[src/rtl/e1mf_pkg.sv]
package e1mf_pkg;
  localparam int MF_FRAMES  = 16;
  localparam int SMF_FRAMES = MF_FRAMES / 2;
  localparam int FN_W       = $clog2(MF_FRAMES);
  localparam int SMF_W      = $clog2(SMF_FRAMES);
  localparam int CRC_W      = 4;

  typedef logic [CRC_W-1:0] crc_t;
  typedef logic [FN_W-1:0]  fnum_t;

  // low terms of x^4 + x + 1
  localparam crc_t CRC_TAPS = 4'b0011;
  // alignment bits for odd frames 1,3,5,7,9,11 (MSB first)
  localparam logic [5:0] ALIGN_PAT = 6'b001011;

  function automatic crc_t crc_step(crc_t r, logic d);
    logic fb;
    fb = d ^ r[CRC_W-1];
    return {r[CRC_W-2:0], 1'b0} ^ (fb ? CRC_TAPS : '0);
  endfunction
endpackage

[src/rtl/e1mf_frame_track.sv]
module e1mf_frame_track #(
  parameter int FRAMES = 16,
  parameter int FW     = 4
) (
  input  logic          clk,
  input  logic          rst,
  input  logic          ts0_mark,
  output logic [FW-1:0] fnum,
  output logic          sof,
  output logic          armed
);
  logic ts0_q;
  logic eof;

  assign sof = ts0_mark & ~ts0_q;
  assign eof = ts0_q & ~ts0_mark;

  always_ff @(posedge clk) begin
    if (rst) begin
      ts0_q <= 1'b0;
      fnum  <= '0;
      armed <= 1'b0;
    end else begin
      ts0_q <= ts0_mark;
      if (eof) fnum <= (fnum == FW'(FRAMES - 1)) ? '0 : fnum + 1'b1;
      if (sof) armed <= 1'b1;
    end
  end
endmodule

[src/rtl/e1mf_crc_accum.sv]
module e1mf_crc_accum
  import e1mf_pkg::*;
(
  input  logic clk,
  input  logic rst,
  input  logic data_in,
  input  logic sof,
  input  logic smf_start,
  input  logic cpos,
  input  logic armed,
  output crc_t crc_live,
  output crc_t crc_hold
);
  logic bit_m;
  assign bit_m = cpos ? 1'b0 : data_in;

  always_ff @(posedge clk) begin
    if (rst) begin
      crc_live <= '0;
      crc_hold <= '0;
    end else if (sof && smf_start) begin
      crc_hold <= crc_live;
      crc_live <= crc_step('0, bit_m);
    end else if (sof || armed) begin
      crc_live <= crc_step(crc_live, bit_m);
    end
  end
endmodule

[src/rtl/e1mf_spare_sel.sv]
module e1mf_spare_sel
  import e1mf_pkg::*;
(
  input  fnum_t fnum,
  input  crc_t  crc_live,
  input  crc_t  crc_hold,
  input  logic  crc_en,
  input  logic  sync_mark,
  input  logic  usr_sync,
  input  logic  usr_nonsync,
  output logic  spare_bit
);
  logic [FN_W-2:0] pair;
  crc_t            word;
  logic            crc_bit;
  logic            odd_bit;

  assign pair = fnum[FN_W-1:1];
  // first sync frame of a half takes the word that has just completed
  assign word = (fnum[SMF_W-1:0] == '0) ? crc_live : crc_hold;

  always_comb begin
    case (fnum[SMF_W-1:1])
      2'd0:    crc_bit = word[3];
      2'd1:    crc_bit = word[2];
      2'd2:    crc_bit = word[1];
      default: crc_bit = word[0];
    endcase
  end

  always_comb begin
    case (pair)
      3'd6:    odd_bit = usr_sync;
      3'd7:    odd_bit = usr_nonsync;
      default: odd_bit = ALIGN_PAT[3'd5 - pair];
    endcase
  end

  always_comb begin
    if (!crc_en)       spare_bit = sync_mark ? usr_sync : usr_nonsync;
    else if (fnum[0])  spare_bit = odd_bit;
    else               spare_bit = crc_bit;
  end
endmodule

[src/rtl/e1mf_spare_gen.sv]
module e1mf_spare_gen
  import e1mf_pkg::*;
(
  input  logic clk,
  input  logic rst,
  input  logic ts0_mark,
  input  logic sync_mark,
  input  logic pcm_in,
  input  logic usr_sync,
  input  logic usr_nonsync,
  input  logic crc_en,
  output logic spare_bit
);
  fnum_t fnum;
  logic  sof;
  logic  armed;
  crc_t  crc_live;
  crc_t  crc_hold;

  e1mf_frame_track #(.FRAMES(MF_FRAMES), .FW(FN_W)) u_track (
    .clk(clk), .rst(rst), .ts0_mark(ts0_mark),
    .fnum(fnum), .sof(sof), .armed(armed)
  );

  e1mf_crc_accum u_crc (
    .clk(clk), .rst(rst), .data_in(pcm_in), .sof(sof),
    .smf_start(fnum[SMF_W-1:0] == '0), .cpos(sof & ~fnum[0]),
    .armed(armed), .crc_live(crc_live), .crc_hold(crc_hold)
  );

  e1mf_spare_sel u_sel (
    .fnum(fnum), .crc_live(crc_live), .crc_hold(crc_hold),
    .crc_en(crc_en), .sync_mark(sync_mark), .usr_sync(usr_sync),
    .usr_nonsync(usr_nonsync), .spare_bit(spare_bit)
  );
endmodule

[config.mk]
export PLATFORM = sky130hd
export DESIGN_NAME = e1mf_spare_gen
export DESIGN_NICKNAME = d
export VERILOG_FILES = /design/src/rtl/e1mf_pkg.sv /design/src/rtl/e1mf_frame_track.sv /design/src/rtl/e1mf_crc_accum.sv /design/src/rtl/e1mf_spare_sel.sv /design/src/rtl/e1mf_spare_gen.sv
export SDC_FILE = /design/constraint.sdc
export NUM_CORES = 1
export LEC_CHECK = 0
export BUFFER_PORTS_ARGS = -buffer_cell sky130_fd_sc_hd__buf_2
export CAP_MARGIN = 40
export CORE_AREA = 8 8 45 47
export CTS_BUF_LIST = sky130_fd_sc_hd__clkbuf_8
export DETAILED_ROUTE_END_ITERATION = 8
export DIE_AREA = 0 0 53 55
export PLACE_DENSITY = 0.76
export SLEW_MARGIN = 20
export SYNTH_ARGS = -nofsm -noshare
export SYNTH_HDL_FRONTEND = slang
export SYNTH_SLANG_ARGS = --single-unit
[constraint.sdc]
create_clock -name clk -period 1.85 [get_ports clk]
set_input_delay 0 -clock clk [delete_from_list [all_inputs] [get_ports clk]]
set_output_delay 0 -clock clk [all_outputs]
set_load 0.02 [all_outputs]
# Word-level counts from Yosys, hierarchy flattened
# Memory sizes are Yosys's and may differ from the RTL's.
# Index checks and enable logic that the tools add are counted.
totals:
  rom_bits: 8
  wordCells: 40
  mem_count: 1
  in_bits: 8
  regBits: 14
memory_table:
  columns: ["memory", "depth", "width", "read_ports", "rd_ports_with_merged_regs", "wr", "line", "text"]
  rows:
  - ["(name not given)", 8, 1, 1, 0, 0, "e1mf_spare_sel.sv:35", "default: odd_bit = ALIGN_PAT[3'd5 - pair];"]
op_classes:
  reduce_logical: 5
  n_eq_ne: 5
  n_addsub: 2
  n_lt_le_gt_ge: 1
  n_bitwise: 8
  n_mux: 13
ops:
  columns: ["cell", "n"]
  rows:
  - ["two-way mux 4 bit", 4]
  - ["equality test 3 bit, second input constant", 2]
  - ["two-way mux 1 bit", 5]
  - ["adder 4 x 1 -> 4 bit, second input constant", 1]
  - ["equality test 4 bit, second input constant", 1]
  - ["less-than comparator 3 x 4 -> 1 bit, second input constant", 1]
  - ["two-way mux 2 bit", 2]
  - ["XOR 4 bit", 1]
  - ["bitwise AND 1 bit", 3]
  - ["zero test 3 bit", 1]
  - ["inverter 1 bit", 3]
  - ["one-hot mux 1 bit (3 select lines)", 1]
  - ["subtractor 3 bit, first input constant", 1]
  - ["equality test 2 x 1 -> 1 bit, second input constant", 1]
  - ["equality test 2 bit, second input constant", 1]
  - ["zero test 2 bit", 1]
  - ["one-hot mux 1 bit (2 select lines)", 1]
  - ["nonzero test 2 bit", 1]
  - ["logical AND 1 bit", 1]
  - ["logical OR 1 bit", 1]
  - ["XOR 1 bit", 1]

# Longest topological paths before layout
# Gate-level depths: netlist of run 1.
depth:
  depth_word: 9
  depth_mapped: 7

# Modules after synthesis
# Synthesis of run 1 repeated with hierarchy kept, for this count alone.
unflattened:
  cells_unflattened: 84
  hier_area_um2: 696.9
modules_own_cells:
  columns: ["mod", "instances", "seq_area_each_um2", "area_each_um2", "cells_each"]
  rows:
  - ["e1mf_crc_accum", 1, 160.2, 345.3, 43]
  - ["e1mf_frame_track", 1, 120.1, 244.0, 26]
  - ["e1mf_spare_sel", 1, 0.0, 91.3, 13]
  - ["e1mf_spare_gen", 1, 0.0, 16.3, 2]

# Worst setup path before layout of run 1
# No wires, ideal clock.
synth_timing:
  path_type: "register -> register"
  from: "register u_track.fnum[0]"
  to: "register u_crc.crc_live[0]"
  slack_ns: 0.249
  setup_ns: 0.079
  t_arrival_ns: 1.522
  period_less_slack_ns: 1.601
  stages_incl_launch_ff: 8
  required_time_ns: 1.771
  path_cell_list: "dfxtp_1 inv_1 ha_1 and4bb_1 buf_4 nand2b_1 xnor2_1 a211oi_2"
synth_via:
  elab_chain_cells: 8
synth_rtl:
  columns: ["element", "line", "text"]
  rows:
  - ["from (decl)", "e1mf_frame_track.sv:8", "output logic [FW-1:0] fnum,"]
  - ["from (signal assigned)", "e1mf_frame_track.sv:25", "if (eof) fnum <= (fnum == FW'(FRAMES - 1)) ? '0 : fnum + 1'b1;"]
  - ["inverter 1 bit", "e1mf_spare_gen.sv:27", ".smf_start(fnum[SMF_W-1:0] == '0), .cpos(sof & ~fnum[0]),"]
  - ["bitwise AND 1 bit", "e1mf_spare_gen.sv:27", null]
  - ["two-way mux 1 bit", "e1mf_crc_accum.sv:15", "assign bit_m = cpos ? 1'b0 : data_in;"]
  - ["XOR 1 bit", "e1mf_pkg.sv:18", "fb = d ^ r[CRC_W-1];"]
  - ["two-way mux 2 bit", "e1mf_pkg.sv:19", "return {r[CRC_W-2:0], 1'b0} ^ (fb ? CRC_TAPS : '0);"]
  - ["XOR 4 bit", "e1mf_pkg.sv:19", null]
  - ["two-way mux 4 bit", "e1mf_crc_accum.sv:24", "end else if (sof || armed) begin"]
  - ["two-way mux 4 bit", "e1mf_crc_accum.sv:21", "end else if (sof && smf_start) begin"]
  - ["to (signal assigned)", "e1mf_crc_accum.sv:23", "crc_live <= crc_step('0, bit_m);"]
  - ["to (signal assigned)", "e1mf_crc_accum.sv:25", "crc_live <= crc_step(crc_live, bit_m);"]
  - ["to (decl)", "e1mf_crc_accum.sv:11", "output crc_t crc_live,"]
# Parallel ways exist; a longest one is shown, timed or not. The select of a mux whose other input is x is not followed.
# A chain may end at the register's enable or synchronous reset.

# Worst setup path after layout of run 1
layout_timing:
  from: "register u_track.fnum[1]"
  to: "output spare_bit"
layout_via:
  elab_chain_cells: 6
layout_rtl:
  columns: ["element", "line", "text"]
  rows:
  - ["subtractor 3 bit", "e1mf_spare_sel.sv:35", null]
  - ["memory (8 x 1 bit)", null, null]
  - ["two-way mux 1 bit (implied by the code)", "e1mf_spare_sel.sv:35", null]
  - ["one-hot mux 1 bit (2 select lines)", "e1mf_spare_sel.sv:32", "case (pair)"]
  - ["two-way mux 1 bit *", "e1mf_spare_sel.sv:41", "else if (fnum[0]) spare_bit = odd_bit;"]
  - ["two-way mux 1 bit *", "e1mf_spare_sel.sv:40", "if (!crc_en) spare_bit = sync_mark ? usr_sync : usr_nonsync;"]
  - ["to (decl)", "e1mf_spare_gen.sv:12", "output logic spare_bit"]
# Every way passes the cells marked *; elsewhere a longest branch is shown, timed or not. The select of a mux whose other input is x is not followed.

==> summary.md, run 1 <==
| Metric | Value |
|---|---|
| Register bit total from synthesis | 14 |
| Ant diodes | 0 |
| Rows | 14 |
| Antenna viol nets, final | 0 |
| H-Tree Depth | 1 |
| Share of cells above drive strength 1 | 0.237 |
| Final setup vio count | 0 |
| First-pass GRT wire length | 2490 microns |
| Worst ir drop on vdd | 481 uV |
| CTS clk-pin slew, worst paths | 60 ps |
| Post-Syn Area per Cell | 9.10 sq um |
| CP startpoint kind | flop |
| Cell Area, Synth | 737 sq um |
| Placed cell areas | 803 sq um |
| Initial antenna violation count | 0 |
| Setup Fix Bufs, Post-CTS | 0 |
| Syn_nets | 92 |
| IO Pins | 9 |
| Starting Density | 0.533 |
| PD cells | 816 mW/mm^2 |
| Result of the run | finished, final reports clean |
| Die Area | 0.00292 sq mm |
| Setup Skew | 0.658 ps |
| Port bufs | 8 |
| RePlAce Congestion | 0.825 |
| Static Leakage | 0.346 nW |
| Num Clock Sinks | 14 |
| Max-slew violations | 0 |
| Drt pass-1 iters | 5 |
| Fin util | 0.629 |
| Vias in the first global route | 592 |
| Worst Hold Class | in2reg |
| Synth unique cells | 26 |
| Core area | 0.00138 sq mm |
| Yosys warnings | 0 |
| Routed via count | 627 |
| GR Overflow Total | 0 |
| Fin crit period | 1770 ps |
| Pin count of the biggest net entering global routing | 15 |
| Sequential share of the synthesized area | 0.380 |
| Crit Path Max Fanout | 3 |
| DR iter-0 viols | 17 |
| Setup ws final | 85.0 ps |
| Max-slew headroom | 0.768 |
| Fin Setup TNS | 0 ps |
| Worst Max-Slew Pin Slew | 344 ps |
| Hold slack | 37.1 ps |
| Total GRT Usage | 0.117 |
| Worst-skew pair later-pin latency | 240 ps |
| TritonCTS Buffers | 3 |
| Place WS | 317 ps |
| Final Cell Area | 871 sq um |
| Max-Cap Viols | 0 |
| Overall power | 0.710 mW |
| CP endpoint kind | primary output |
| WP data required | 1850 ps |
| Inst Count DP | 105 |
| Max Fclk | 567 MHz |
| Finished Layout Cells | 109 |
| Mapped Cells | 81 |
| # DRC | 0 |
| WS Path Type | reg2out |
| Die X | 53 microns |
| Fin. Hold Viols | 0 |
| Critical path arrival | 1770 ps |
| CTS Buffer Depth | 2 |
| Number of nets in the layout | 105 |
| Vias per std cell | 5.75 |
| Die height | 55 microns |
| Final WL | 1620 microns |
| Post-DP HPWL | 1130 microns |
| WL/cell | 14.8 microns |
| Area growth syn-to-layout | 18.2% |
| Root Buffer | clkbuf_8 |
| RSZ-0062 raised after global routing | false |
| CTS tree | built |
| Crit share post-route | 0.954 |
synthesized netlist by cell type, drive strengths merged:
| cell | instances | share of area |
|---|---|---|
| dfxtp | 14 | 0.38 |
| and4bb | 1 | 0.017 |
| clkbuf | 1 | 0.0051 |
| ha | 3 | 0.051 |
| nand2b | 3 | 0.025 |
| o21ai | 3 | 0.020 |
| xor2 | 1 | 0.012 |
| nand2 | 4 | 0.020 |
| o211ai | 1 | 0.010 |
| nor2 | 14 | 0.071 |
| nor2b | 2 | 0.017 |
| and2 | 1 | 0.0085 |
| mux2 | 4 | 0.061 |
| a211oi | 4 | 0.048 |
| inv | 3 | 0.015 |
| buf | 2 | 0.017 |
| nand3 | 1 | 0.0068 |
| xnor2 | 2 | 0.024 |
| mux2i | 7 | 0.095 |
| a32oi | 2 | 0.024 |
| a22oi | 2 | 0.020 |
| o221a | 1 | 0.015 |
| nand4 | 1 | 0.0085 |
| a21oi | 4 | 0.027 |
timing repair:
| action | in CTS | in global routing |
|---|---|---|
| hold endpoints to repair | 0 | 0 |
| hold buffers | 0 | 0 |
| gates resized for setup | 0 | 2 |
| endpoints found under the setup margin | 0 | 1 |
area by class of cell:
cell class / instances / area (sq um)
Fill cell: 124 / 513
Multi-Input combinational cell: 61 / 442
Sequential cell: 14 / 280
Timing Repair Buffer: 11 / 62.6
Clock buffer: 4 / 55.1
Tap cell: 16 / 20.0
Inverter: 3 / 11.3
path summary, 6_finish.rpt:
path | start | endpoint | slack (ps) | cells after the start
setup / recovery | u_track.fnum[1] | spare_bit | 80 | 7
hold / removal | ts0_mark | u_track.ts0_q | 40 | 2
setup reg to reg | u_track.fnum[0] | u_crc.crc_live[0] | 390 | 6
hold reg to reg | u_crc.crc_hold[0] | u_crc.crc_hold[0] | 500 | 2
logic make-up after synthesis:
logic type                 share of synthesized area
AOI/OAI and AO/OA                              0.165
adders and majority gates                     0.0509
and+or+nand+nor                                0.175
buffers and inverters                         0.0373
muxes                                          0.156
DFF                                            0.380
xor gates and xnor gates                      0.0357
critical path: stages, from the launching register on:
cell and delay (ps):
dfxtp_1 310, inv_1 110, ha_4 160, mux2_2 330
mux2i_1 130, o211ai_1 90, o221a_2 230, buf_2 150
cell usage in the layout (no fill, tap or decap), types with 2 or more instances in the layout:
cell,netlist,routed
buf_4,1,3
a22oi_1,2,2
buf_2,1,8
a32oi_1,2,2
a211oi_1,3,3
nor2b_1,2,2
a21oi_1,4,4
clkbuf_8,0,4
ha_1,3,2
mux2_2,4,4
xnor2_1,2,2
dfxtp_1,14,14
o21ai_0,3,3
mux2i_1,7,7
nand2b_1,3,3
inv_1,3,3
nand2_1,4,4
nor2_1,14,14
layer usage:
| metal | track usage | wire, microns | vias to the layer above |
|---|---|---|---|
| met4 | 0.0776 | 23 | 0 |
| met5 | 0 | 0 | - |
| met2 | 0.211 | 857 | 7 |
| li1 | - | - | 310 |
| met1 | 0.115 | 696 | 306 |
| met3 | 0.0321 | 39 | 4 |
where the power goes:
group          switching [mW]  total, mW  leakage (nW)  internal, mW
clock                   0.106      0.295        0.0288         0.188
sequential             0.0106      0.325         0.114         0.315
combinational          0.0471     0.0903         0.203        0.0432
flip-flops by register name, summed over array words and instances (netlist names):
signal          cells
u_crc.crc_hold      4
u_crc.crc_live      4
u_track.armed       1
u_track.fnum        4
u_track.ts0_q       1
No activity file was read; power rests on OpenSTA's default activity.
==> run 2: changes to the inputs <==
==> constraint.sdc (replaced) <==
create_clock -name clk -period 1.85 [get_ports clk]
set_input_delay 0.185 -clock clk [delete_from_list [all_inputs] [get_ports clk]]
set_output_delay 0.185 -clock clk [all_outputs]
set_load 0.02 [all_outputs]
==> run 2 against run 1 <==
Net effect:
- the flow now finishes with violations (negative setup slack)
- combinational power is 7.3% higher
- highest routed layer unchanged
- register-to-register slack lost 70 ps
- first-iteration DRC count grew 29%
- core utilization increased by 0.45 points
- global-route usage rose by 1.9 points
- clock power fell by 18%
- die area unchanged
- non-clock buffer count up 1
- critical path depth unchanged
==> summary.md, run 2 (synthesized netlist as in run 1, its figures left out) <==
| Metric | Value |
|---|---|
| Fin. Hold Viols | 0 (unchanged) |
| Num Clock Sinks | 14 (unchanged) |
| Ant diodes | 0 (unchanged) |
| Critical path arrival | 1720 ps (-50 ps) |
| Static Leakage | 0.349 nW (+0.77%) |
| Worst Max-Slew Pin Slew | 390 ps (+45.8 ps) |
| CTS tree | built |
| Area growth syn-to-layout | 19.0% |
| WL/cell | 16.2 microns (+9.1%) |
| Share of cells above drive strength 1 | 0.280 (+0.0430) |
| Die height | 55 microns (unchanged) |
| Place WS | 112 ps (-205 ps) |
| Area taken by multi-input logic gates | 445 sq um (+0.85%) |
| Cell-by-cell trace of the critical path | inv_2 -> ha_4 -> mux2_4 -> mux2i_1 -> o211ai_1 -> o221a_2 -> buf_6 |
| CTS Buffer Depth | 2 (unchanged) |
| Fin util | 0.634 (+0.00452) |
| RSZ-0062 raised after global routing | true |
| H-Tree Depth | 1 (unchanged) |
| Finished Layout Cells | 109 (unchanged) |
| Worst Hold Class | in2reg |
| Sw frac | 0.241 (+0.0103) |
| Die Area | 0.00292 sq mm (unchanged) |
| Routed via count | 645 (+2.9%) |
| Failing checks | negative setup slack |
| Post-DP HPWL | 1180 microns (+4.8%) |
| Setup Skew | 1.32 ps (+0.657 ps) |
| Max-slew violations | 0 (unchanged) |
| Largest stage delay on the critical path | 330 ps (about the same) |
| CP startpoint kind | flop |
| Max-Cap Viols | 0 (unchanged) |
| Clock power share | 0.365 (-0.050) |
| PD cells | 758 mW/mm^2 (-7.0%) |
| GR Overflow Total | 0 (unchanged) |
| Pin count of the biggest net entering global routing | 15 (unchanged) |
| TritonCTS Buffers | 3 (unchanged) |
| Most common cell after layout, fill and taps aside | nor2_1 |
| Result of the run | complete, but fails checks |
| Hold depth | 2 (unchanged) |
| Vias per std cell | 5.92 (+2.9%) |
| Crit share post-route | 1.03 (+0.0745) |
| Port bufs | 8 (unchanged) |
| Most frequent cells in the layout | nor2_1, dfxtp_1, mux2i_1, buf_2 |
| First-pass GRT wire length | 2820 microns (+13%) |
| CTS Hold Buffers Added | 0 (unchanged) |
| Final setup vio count | 1 (+1) |
| Overall power | 0.665 mW (-6.3%) |
| Placed cell areas | 796 sq um (-0.93%) |
| IO Pins | 9 (unchanged) |
| # DRC | 0 (unchanged) |
| Inst Count DP | 104 (-0.95%) |
| Starting Density | 0.533 (unchanged) |
| Reg area | 283 sq um (+0.89%) |
| Setup ws final | -52.8 ps (-138 ps) |
| Drt pass-1 iters | 4 (-1) |
| Worst-skew pair later-pin latency | 240 ps (about the same) |
| RePlAce Congestion | 0.798 (-3.2%) |
| Vias in the first global route | 633 (+6.9%) |
| Final Cell Area | 877 sq um (+0.72%) |
| Layout filler cell count | 115 (-7.3%) |
| Worst r2r path cells | 6 (unchanged) |
| Power share of the combinational group | 0.146 (+0.019) |
| Core area | 0.00138 sq mm (unchanged) |
| Rows | 14 (unchanged) |
| Root Buffer | clkbuf_8 |
| CP max stage cell | dfxtp_2 |
| Initial antenna violation count | 0 (unchanged) |
| CP endpoint kind | primary output |
| Max-slew headroom | 0.740 (-0.0285) |
| Sw power | 0.160 mW (-2.2%) |
| Sequential power share | 0.490 (+0.032) |
| Die X | 53 microns (unchanged) |
| Pint | 0.505 mW (-7.6%) |
| Number of nets in the layout | 106 (+0.95%) |
| Total GRT Usage | 0.136 (+0.0192) |
| DR iter-0 viols | 22 (+5) |
| Max Fclk | 526 MHz (-7.2%) |
| Final WL | 1760 microns (+9.1%) |
| Antenna viol nets, final | 0 (unchanged) |
| Crit Path Max Fanout | 3 (unchanged) |
| WP data required | 1660 ps (-190 ps) |
| Fin crit period | 1900 ps (+138 ps) |
| CTS clk-pin slew, worst paths | 50 ps (about the same) |
| Worst ir drop on vdd | 530 uV (+10%) |
| Largest regs | u_crc.crc_hold x4, u_crc.crc_live x4, u_track.fnum x4 |
| WS Path Type | reg2out |
[run 2: cell count changes in the layout (fill, tap and decap cells not counted)]
| cell | previous run | this run |
|---|---|---|
| mux2_2 | 4 | 3 |
| dfxtp_2 | 0 | 2 |
| mux2_4 | 0 | 1 |
| inv_1 | 3 | 1 |
| buf_6 | 0 | 1 |
| buf_4 | 3 | 4 |
| inv_2 | 0 | 2 |
| clkbuf_8 | 4 | 3 |
| dfxtp_1 | 14 | 12 |
| buf_2 | 8 | 7 |
[run 2: worst paths after layout]
check	start	end	slack, ps
setup / recovery	u_track.fnum[0]	spare_bit	-50
setup reg to reg	u_track.fnum[0]	u_crc.crc_live[1]	320
hold reg to reg	u_crc.crc_hold[0]	u_crc.crc_hold[0]	500
hold / removal	ts0_mark	u_track.ts0_q	240
[run 2: layout make-up]
class                   instances  area share
repair buffers                 12      0.0870
clock buffers                   3      0.0471
multi-input cells              61       0.508
flip-flops and latches         14       0.322
well taps                      16      0.0228
inverters                       3      0.0128
[run 2: per-layer routing]
layer | routed length, microns | track usage | vias up | share of wire
met4 | 103 | 0.108 | 0 | 0.058
met5 | 0 | 0 | - | 0
li1 | - | - | 314 | -
met3 | 60 | 0.0428 | 16 | 0.034
met2 | 878 | 0.238 | 22 | 0.50
met1 | 720 | 0.131 | 293 | 0.41
[run 2: stage by stage]
stage | setup TNS [ps] | hold slack [ps]
final | -52.8 | 235
after CTS | -59.2 | 218
after global routing | -117 | 245
after floorplan | 0 | 250
after global placement | 0 | 455
after detailed placement | 0 | 471
[run 2: critical path: cells and delay by family, from the launching register on]
family,cells,cell delay [ps]
buffers and inverters,2,210
adders and majority gates,1,160
AOI/OAI and AO/OA,2,350
DFF,1,330
muxes,2,420
[run 2: power by group through the flow]
stage	registers, mW	logic [mW]	clock network (mW)
2_1_floorplan	0.329	0.0619	0
3_3_place_gp	0.330	0.0815	0
3_5_place_dp	0.331	0.0846	0
4_1_cts	0.325	0.0934	0.249
5_1_grt	0.327	0.104	0.267
6_report	0.326	0.0969	0.243
[run 2: what timing repair did]
action	4_1_cts	5_1_grt
gates cloned	0	0
setup buffers	1	1
endpoints found under the setup margin	1	1
gates resized for setup	9	0
pin swaps	3	3
